===== config.mk =====
export PLATFORM = sky130hd
export DESIGN_NAME = pkt_rx_regfifo
export DESIGN_NICKNAME = d
export VERILOG_FILES = /design/src/rtl/prf_pkg.sv /design/src/rtl/prf_word_store.sv /design/src/rtl/prf_len_queue.sv /design/src/rtl/prf_irq_regs.sv /design/src/rtl/pkt_rx_regfifo.sv
export SDC_FILE = /design/constraint.sdc
export NUM_CORES = 1
export LEC_CHECK = 0
export ABC_AREA = 1
export BUFFER_PORTS_ARGS = -buffer_cell sky130_fd_sc_hd__buf_2
export CORE_MARGIN = 4
export CORE_UTILIZATION = 30
export CTS_CLUSTER_DIAMETER = 80
export DETAILED_ROUTE_END_ITERATION = 8
export GPL_TIMING_DRIVEN = 0
export RECOVER_POWER = 25
export SYNTH_ARGS = -nofsm -noshare
export SYNTH_HDL_FRONTEND = slang
export SYNTH_SLANG_ARGS = --single-unit
export TNS_END_PERCENT = 100

===== constraint.sdc =====
create_clock -name clk -period 3.86 [get_ports clk]
set_input_delay 1.158 -clock clk [delete_from_list [all_inputs] [get_ports clk]]
set_output_delay 1.158 -clock clk [all_outputs]
set_load 0.02 [all_outputs]

===== src/rtl/prf_pkg.sv =====
package prf_pkg;
    localparam logic [5:0] A_STATUS = 6'h00;
    localparam logic [5:0] A_ENABLE = 6'h04;
    localparam logic [5:0] A_RXRST  = 6'h18;
    localparam logic [5:0] A_OCC    = 6'h1C;
    localparam logic [5:0] A_DATA   = 6'h20;
    localparam logic [5:0] A_LEN    = 6'h24;
    localparam logic [5:0] A_ALLRST = 6'h28;

    localparam logic [31:0] RESET_KEY   = 32'h0000_00A5;
    localparam logic [31:0] STATUS_IMPL = 32'hE480_0000;
    localparam logic [31:0] ENABLE_IMPL = 32'hFFF8_0000;

    localparam int B_UNDER = 31;
    localparam int B_OVER  = 30;
    localparam int B_EMPTY = 29;
    localparam int B_DONE  = 26;
    localparam int B_RST   = 23;
endpackage


===== src/rtl/prf_word_store.sv =====
module prf_word_store #(
    parameter int DEPTH = 8,
    localparam int AW = $clog2(DEPTH)
) (
    input  logic          clk,
    input  logic          rst_n,
    input  logic          clr,
    input  logic          push,
    input  logic [31:0]   din,
    input  logic [AW:0]   rel_n,
    output logic [31:0]   dout,
    output logic [AW:0]   count,
    output logic          full
);
    typedef struct packed {
        logic [AW:0] wr;
        logic [AW:0] rd;
        logic [AW:0] cnt;
    } st_t;

    st_t st_d, st_q;
    logic [31:0] mem [DEPTH];

    always_comb begin
        st_d = st_q;
        if (clr) begin
            st_d = '0;
        end else begin
            st_d.wr  = st_q.wr + {{AW{1'b0}}, push};
            st_d.rd  = st_q.rd + rel_n;
            st_d.cnt = st_q.cnt + {{AW{1'b0}}, push} - rel_n;
        end
    end

    always_ff @(posedge clk) begin
        if (!rst_n) st_q <= '0;
        else        st_q <= st_d;
    end

    always_ff @(posedge clk) begin
        if (push && !clr) mem[st_q.wr[AW-1:0]] <= din;
    end

    assign dout  = mem[st_q.rd[AW-1:0]];
    assign count = st_q.cnt;
    assign full  = (st_q.cnt == (AW+1)'(DEPTH));

    AST_NO_OVERFLOW: assert property (@(posedge clk) disable iff (!rst_n)
        push |-> !full) else $error("word pushed into full storage");
    AST_RELEASE_BOUND: assert property (@(posedge clk) disable iff (!rst_n)
        !clr |-> (rel_n <= st_q.cnt)) else $error("released more words than stored");
endmodule


===== src/rtl/prf_len_queue.sv =====
module prf_len_queue #(
    parameter int DEPTH = 4,
    parameter int W     = 4,
    localparam int QW   = $clog2(DEPTH)
) (
    input  logic         clk,
    input  logic         rst_n,
    input  logic         clr,
    input  logic         push,
    input  logic [W-1:0] din,
    input  logic         pop,
    output logic [W-1:0] dout,
    output logic         empty,
    output logic         full
);
    typedef struct packed {
        logic [QW:0] wr;
        logic [QW:0] rd;
    } st_t;

    st_t st_d, st_q;
    logic [W-1:0] mem [DEPTH];

    always_comb begin
        st_d = st_q;
        if (clr) begin
            st_d = '0;
        end else begin
            st_d.wr = st_q.wr + {{QW{1'b0}}, push};
            st_d.rd = st_q.rd + {{QW{1'b0}}, pop};
        end
    end

    always_ff @(posedge clk) begin
        if (!rst_n) st_q <= '0;
        else        st_q <= st_d;
    end

    always_ff @(posedge clk) begin
        if (push && !clr) mem[st_q.wr[QW-1:0]] <= din;
    end

    assign dout  = mem[st_q.rd[QW-1:0]];
    assign empty = (st_q.wr == st_q.rd);
    assign full  = (st_q.wr[QW-1:0] == st_q.rd[QW-1:0]) && (st_q.wr[QW] != st_q.rd[QW]);

    AST_LEN_NONZERO: assert property (@(posedge clk) disable iff (!rst_n)
        push |-> (din != '0)) else $error("zero-length packet queued");
    AST_NO_UNDERFLOW: assert property (@(posedge clk) disable iff (!rst_n)
        pop |-> !empty) else $error("length popped from empty queue");
endmodule


===== src/rtl/prf_irq_regs.sv =====
module prf_irq_regs
    import prf_pkg::*;
(
    input  logic        clk,
    input  logic        rst_n,
    input  logic        clr_all,
    input  logic [31:0] set_bits,
    input  logic        w1c_en,
    input  logic        en_wr,
    input  logic [31:0] wdata,
    output logic [31:0] status,
    output logic [31:0] enable,
    output logic        irq
);
    typedef struct packed {
        logic [31:0] status;
        logic [31:0] enable;
    } st_t;

    st_t st_d, st_q;

    always_comb begin
        st_d = st_q;
        if (clr_all) begin
            st_d.status = '0;
            st_d.enable = '0;
        end else begin
            if (w1c_en) st_d.status = st_q.status & ~wdata;
            if (en_wr)  st_d.enable = wdata & ENABLE_IMPL;
        end
        st_d.status = (st_d.status | set_bits) & STATUS_IMPL;
    end

    always_ff @(posedge clk) begin
        if (!rst_n) st_q <= '0;
        else        st_q <= st_d;
    end

    assign status = st_q.status;
    assign enable = st_q.enable;
    assign irq    = |(st_q.status & st_q.enable);

    AST_FLAG_STICKY: assert property (@(posedge clk) disable iff (!rst_n)
        (status[B_UNDER] && !w1c_en && !clr_all) |=> status[B_UNDER]) else $error("flag lost without clear");
    AST_SET_VISIBLE: assert property (@(posedge clk) disable iff (!rst_n)
        set_bits[B_RST] |=> status[B_RST]) else $error("reset-complete flag not set");
endmodule


===== src/rtl/pkt_rx_regfifo.sv =====
module pkt_rx_regfifo
    import prf_pkg::*;
#(
    parameter int DEPTH     = 8,
    parameter int LEN_DEPTH = 4
) (
    input  logic        clk,
    input  logic        rst_n,
    input  logic [31:0] s_tdata,
    input  logic        s_tvalid,
    input  logic        s_tlast,
    output logic        s_tready,
    input  logic        reg_wr_en,
    input  logic        reg_rd_en,
    input  logic [5:0]  reg_addr,
    input  logic [31:0] reg_wdata,
    output logic [31:0] reg_rdata,
    output logic        irq
);
    localparam int AW = $clog2(DEPTH);

    typedef struct packed {
        logic [AW:0] remain;
        logic [AW:0] committed;
        logic [AW:0] pkt;
    } ctl_t;

    ctl_t ctl_d, ctl_q;

    logic          store_full, lq_empty, lq_full;
    logic [AW:0]   store_cnt, lq_dout, rel_n;
    logic [31:0]   store_dout, status, enable, set_bits;
    logic          key_ok, rx_hit, all_hit, any_hit;
    logic          accept, end_pkt, rd_len, rd_data;
    logic          len_pop, under_read, data_ok, empty_rd, over_rd;

    assign key_ok  = reg_wr_en && (reg_wdata == RESET_KEY);
    assign rx_hit  = key_ok && (reg_addr == A_RXRST);
    assign all_hit = key_ok && (reg_addr == A_ALLRST);
    assign any_hit = rx_hit || all_hit;

    assign s_tready = !store_full && !lq_full && !any_hit;
    assign accept   = s_tvalid && s_tready;
    assign end_pkt  = accept && s_tlast;

    assign rd_len     = reg_rd_en && (reg_addr == A_LEN);
    assign rd_data    = reg_rd_en && (reg_addr == A_DATA);
    assign len_pop    = rd_len && !lq_empty && !any_hit;
    assign under_read = len_pop && (ctl_q.remain != '0);
    assign data_ok    = rd_data && (ctl_q.remain != '0) && !any_hit;
    assign empty_rd   = rd_data && (ctl_q.remain == '0) && (ctl_q.committed == '0);
    assign over_rd    = rd_data && (ctl_q.remain == '0) && (ctl_q.committed != '0);

    always_comb begin
        rel_n = '0;
        if (data_ok)         rel_n = (AW+1)'(1);
        else if (under_read) rel_n = ctl_q.remain;
    end

    always_comb begin
        ctl_d = ctl_q;
        if (any_hit) begin
            ctl_d = '0;
        end else begin
            if (accept) ctl_d.pkt = s_tlast ? '0 : ctl_q.pkt + (AW+1)'(1);
            ctl_d.committed = ctl_q.committed - rel_n
                            + (end_pkt ? ctl_q.pkt + (AW+1)'(1) : '0);
            if (len_pop)      ctl_d.remain = lq_dout;
            else if (data_ok) ctl_d.remain = ctl_q.remain - (AW+1)'(1);
        end
    end

    always_ff @(posedge clk) begin
        if (!rst_n) ctl_q <= '0;
        else        ctl_q <= ctl_d;
    end

    always_comb begin
        set_bits          = '0;
        set_bits[B_UNDER] = under_read;
        set_bits[B_OVER]  = over_rd && !any_hit;
        set_bits[B_EMPTY] = empty_rd && !any_hit;
        set_bits[B_DONE]  = end_pkt;
        set_bits[B_RST]   = any_hit;
    end

    prf_word_store #(.DEPTH(DEPTH)) u_store (
        .clk   (clk),
        .rst_n (rst_n),
        .clr   (any_hit),
        .push  (accept),
        .din   (s_tdata),
        .rel_n (rel_n),
        .dout  (store_dout),
        .count (store_cnt),
        .full  (store_full)
    );

    prf_len_queue #(.DEPTH(LEN_DEPTH), .W(AW+1)) u_lenq (
        .clk   (clk),
        .rst_n (rst_n),
        .clr   (any_hit),
        .push  (end_pkt),
        .din   (ctl_q.pkt + (AW+1)'(1)),
        .pop   (len_pop),
        .dout  (lq_dout),
        .empty (lq_empty),
        .full  (lq_full)
    );

    prf_irq_regs u_irq (
        .clk      (clk),
        .rst_n    (rst_n),
        .clr_all  (all_hit),
        .set_bits (set_bits),
        .w1c_en   (reg_wr_en && (reg_addr == A_STATUS)),
        .en_wr    (reg_wr_en && (reg_addr == A_ENABLE)),
        .wdata    (reg_wdata),
        .status   (status),
        .enable   (enable),
        .irq      (irq)
    );

    always_comb begin
        case (reg_addr)
            A_STATUS: reg_rdata = status;
            A_ENABLE: reg_rdata = enable;
            A_OCC:    reg_rdata = 32'(ctl_q.committed);
            A_LEN:    reg_rdata = lq_empty ? 32'd0 : 32'(lq_dout) << 2;
            A_DATA:   reg_rdata = (ctl_q.remain != '0) ? store_dout : 32'd0;
            default:  reg_rdata = 32'd0;
        endcase
    end

    AST_TREADY_FULL: assert property (@(posedge clk) disable iff (!rst_n)
        (store_cnt == (AW+1)'(DEPTH)) |-> !s_tready) else $error("ready while storage full");
    AST_DONE_FLAG: assert property (@(posedge clk) disable iff (!rst_n)
        end_pkt |=> status[B_DONE]) else $error("receive complete not flagged");
    AST_OCC_WHEN_QUEUED: assert property (@(posedge clk) disable iff (!rst_n)
        !lq_empty |-> (ctl_q.committed != '0)) else $error("length queued with zero occupancy");
    AST_REMAIN_WITHIN_OCC: assert property (@(posedge clk) disable iff (!rst_n)
        ctl_q.remain <= ctl_q.committed) else $error("current packet exceeds occupancy");
    AST_OVER_KEEPS_DATA: assert property (@(posedge clk) disable iff (!rst_n)
        (over_rd && !accept && !any_hit) |=> $stable(store_cnt)) else $error("over-read consumed a word");
    AST_KEY_CLEARS: assert property (@(posedge clk) disable iff (!rst_n)
        any_hit |=> (ctl_q.committed == '0) && (store_cnt == '0) && lq_empty) else $error("keyed reset left data");
endmodule


==> reports/metrics.csv <==
stage,metric,value,unit
floorplan,full die area,47900,µm²
yosys,Post-synth EDFFs,272,
flow_run,max cap viols,0,
power,Final Power,7.84,mW
yosys,syn_nets,1244,
yosys,share of the synthesized area in the top cell type,61.3,%
yosys,Syn Inst Count,1143,
timing,Final Max Slew Viols,0,
hold_path,hold depth,2,
placement,Port Buffers,108,
route,# DRC,0,
clock_tree,CTS Root Buffer Type,clkbuf_16,
final_layout,FF+latch area,9090,µm²
clock_tree,clock transition at the registers of the reported paths,0.06,ns
power,Cell Pwr Density,481,nW/µm²
setup_path,CP endpoint kind,primary output,
outcome,outcome,finished with violations,
timing,Max Fclk,258,MHz
floorplan,site row count,76,
yosys,post-synthesis sequential area ratio,68.2,%
floorplan,core area,43500,µm²
timing,endpoints failing setup,1,
final_layout,# nets final,1415,
setup_path,crit start category,input pin,
yosys,syn_area_per_cell,11.7,µm²
hold_path,worst hold-check path type,reg -> reg,
setup_path,Reg-to-Reg End,ctl_q[7],
setup_path,CP Class,in -> out,
final_layout,Filler cells,4277,
placement,global placement routability congestion,0.834,
yosys,Synth Flop Type,edfxtp_1,
setup_path,worst reg2reg path depth,15,
route,drt total wl,37700,µm
clock_tree,CTS tree,done,
yosys,Post-Synthesis Cell Area,13300,µm²
yosys,Synth cell types,46,
setup_path,worst r2r src,u_lenq.st_q[0],
yosys,"flops & latches, synth",318,
final_layout,share of cells above drive strength 1,18.1,%
floorplan,I/O pin cnt,110,
global_routing,gr usage total,15.3,%
setup_path,crit path max fanout,5,
yosys,"area leader, netlist",edfxtp_1,
route,ANT nets after route,0,
timing,Final min period,3.88,ns
hold_path,Hold Startpoint,ctl_q[3],
timing,post-route worst setup slack,-0.0191,ns
timing,Slew @ Worst Pin,0.725,ns
clock_tree,CTS buffer count,34,
power,leakage power,5.76,nW
global_routing,GRT Residual Overflow,0,
placement,placed insts,1844,
placement,total placed instance area,14800,µm²
power,VDD IR-drop max,0.000284,V
global_routing,initial antenna violation count,5,
route,vias per cell,4.98,
hold_path,Worst Hold End,ctl_q[3],
clock_tree,Worst-Skew Late Latency,0.52,ns
final_layout,multi-input combinational cell area,3870,µm²
setup_path,CP arrival,2.72,ns
timing,max_slew headroom,51.5,%
global_routing,first-pass GRT wire length,56000,µm
clock_tree,hold-fix buffer count after cts,0,
setup_path,Critical Path RT,2.70,ns
global_routing,vias in the first global route,9323,
yosys,Yosys warnings,0,
yosys,dominant cells by area after synthesis,"edfxtp_1 61%, dfxtp_1 6.9%, nor2_1 6.3%",
yosys,asr flop ratio synth,0,%
timing,Min Hold Slack,0.482,ns
floorplan,Die Ht,219,µm
final_layout,Final Non-Filler Cells,1925,
timing,Tcrit/Tclk final,100,%
route,drt first pass iters,5,
route,via count,9584,
final_layout,Area Growth Syn to Fin,22.4,%
global_routing,largest net degree at the start of global routing,26,
setup_path,R2R Setup Slk,0.76,ns
timing,final hold violations,0,
floorplan,Starting Density,30.7,%
timing,Max Clock Skew,0.0140,ns
placement,Post-DP HPWL,25400,µm
floorplan,DIE WIDTH,219,µm
route,routed wire length per instance,19.6,µm
route,Detailed Route Iter0 Violations,892,
final_layout,post-route cell area,16300,µm²
clock_tree,H-tree level count,2,
timing,RSZ-0062 raised after global routing,yes,
clock_tree,Bufs on Longest Clock Path,3,
clock_tree,clk sinks,318,
outcome,failing checks,negative setup slack,
==> stage by stage <==
| stage | utilization [%] | worst slack (ns) | TNS, ns |
|---|---|---|---|
| 2_1_floorplan | - | 0.00164 | 0 |
| 3_3_place_gp | 33.6 | -1.70 | -423.28 |
| 3_5_place_dp | 34.1 | -0.574 | -12.61 |
| 4_1_cts | 37.2 | -0.0299 | -0.0299 |
| 5_1_grt | 37.5 | -0.0278 | -0.0806 |
| 6_report | 37.5 | -0.0191 | -0.0191 |
==> report_power, final <==
| group | switching [mW] | leakage (nW) | internal [mW] |
|---|---|---|---|
| Clock | 1.32 | 0.541 | 1.91 |
| Combinational | 0.403 | 2.38 | 0.241 |
| Sequential | 0.0575 | 2.84 | 3.92 |
==> kinds of logic (layout without fill, tap and decap cells) <==
| group | Yosys count | count (layout) | synth area share (%) |
|---|---|---|---|
| compound gates | 279 | 279 | 12.5 |
| xor+xnor | 16 | 16 | 1.15 |
| fa+ha+maj | 25 | 25 | 2.63 |
| buf+inv | 134 | 330 | 3.99 |
| flops | 318 | 318 | 68.2 |
| other cells | 0 | 1 | 0 |
| simple gates | 371 | 371 | 11.5 |
==> flip-flops by register name (all words and copies together), names as in the netlist <==
signal	count
u_store.st_q	6
u_lenq.mem	16
u_lenq.st_q	6
u_irq.status	5
u_irq.enable	13
u_store.count	4
u_store.mem	256
ctl_q	12
==> critical path, stage by stage <==
cell	delay [ns]
buf_8	0.10
or2_4	0.27
nor2_4	0.11
inv_2	0.05
nor2_4	0.16
buf_8	0.16
buf_12	0.12
o211ai_1	0.24
nand2_1	0.20
buf_6	0.14
==> worst max path at each step <==
stage                     start                 end
finish              reg_addr[4]       reg_rdata[26]
CTS                 reg_addr[5]        reg_rdata[2]
floorplan             reg_wr_en   u_store.mem[0][0]
detailed placement  reg_addr[1]       reg_rdata[30]
global route        reg_addr[5]       reg_rdata[23]
global placement    reg_addr[5]  u_store.mem[5][10]
==> placed cells by master, fill, tap and decap left out, types with 4 or more instances in the layout <==
| cell | count |
|---|---|
| a21oi_1 | 26 |
| a22oi_1 | 5 |
| a31oi_1 | 11 |
| a32o_1 | 11 |
| buf_12 | 8 |
| buf_2 | 85 |
| buf_4 | 24 |
| buf_6 | 4 |
| buf_8 | 4 |
| clkbuf_1 | 53 |
| clkbuf_16 | 38 |
| clkbuf_2 | 22 |
| clkinv_2 | 9 |
| dfxtp_1 | 45 |
| edfxtp_1 | 272 |
| fa_1 | 5 |
| ha_1 | 20 |
| inv_1 | 69 |
| nand2_1 | 83 |
| nand3_1 | 35 |
| nand3_2 | 4 |
| nand4_1 | 4 |
| nor2_1 | 213 |
| nor2_4 | 12 |
| nor3_1 | 7 |
| o211ai_1 | 8 |
| o21ai_0 | 159 |
| o21ai_1 | 5 |
| o221ai_1 | 32 |
| o22ai_1 | 9 |
| xnor2_1 | 10 |
| xor2_1 | 5 |
==> cells in the mapped netlist, types with 2 or more instances <==
cell / instances
o221a_2: 3
o211ai_1: 8
a31oi_1: 11
clkinv_1: 2
nand3_1: 38
o21ai_1: 3
nor3_1: 8
nand3b_1: 2
buf_4: 2
o221ai_1: 32
xnor2_1: 10
edfxtp_1: 272
a311oi_1: 3
buf_2: 10
dfxtp_1: 46
a32o_1: 11
o21ai_0: 163
buf_1: 2
nand4_1: 4
inv_1: 72
clkbuf_1: 43
xor2_1: 5
a21oi_1: 27
a211oi_1: 2
nor2_1: 224
nand2_1: 83
o22ai_1: 9
fa_1: 5
nor2_2: 2
a22oi_1: 5
nand2_2: 2
ha_1: 20
==> final cells by class <==
| class | instances | share of cell area [%] |
|---|---|---|
| buffer | 59 | 1.99 |
| antenna | 1 | 0.0153 |
| sequential | 318 | 55.7 |
| clock inverter | 12 | 0.690 |
| clock buffer | 49 | 6.01 |
| multi-input combinational | 691 | 23.7 |
| timing repair buffer | 135 | 5.58 |
| inverter | 75 | 1.75 |
| tap | 585 | 4.49 |
==> per-layer routing <==
layer  vias up  wire [µm]  GRT usage [%]
li1       4475          -              -
met1      4662      16100           21.2
met2       381      17800           24.6
met3        58       3180           3.31
met4         8        621           3.67
met5         -         50              0
==> repair_timing <==
| action | in CTS | in global routing |
|---|---|---|
| endpoints found under the setup margin | 33 | 33 |
| resized for setup | 58 | 38 |
| cloned | 0 | 1 |
| pin swaps | 11 | 14 |
| setup buffers | 6 | 12 |
Note: power is estimated with default switching activity, not from simulation.
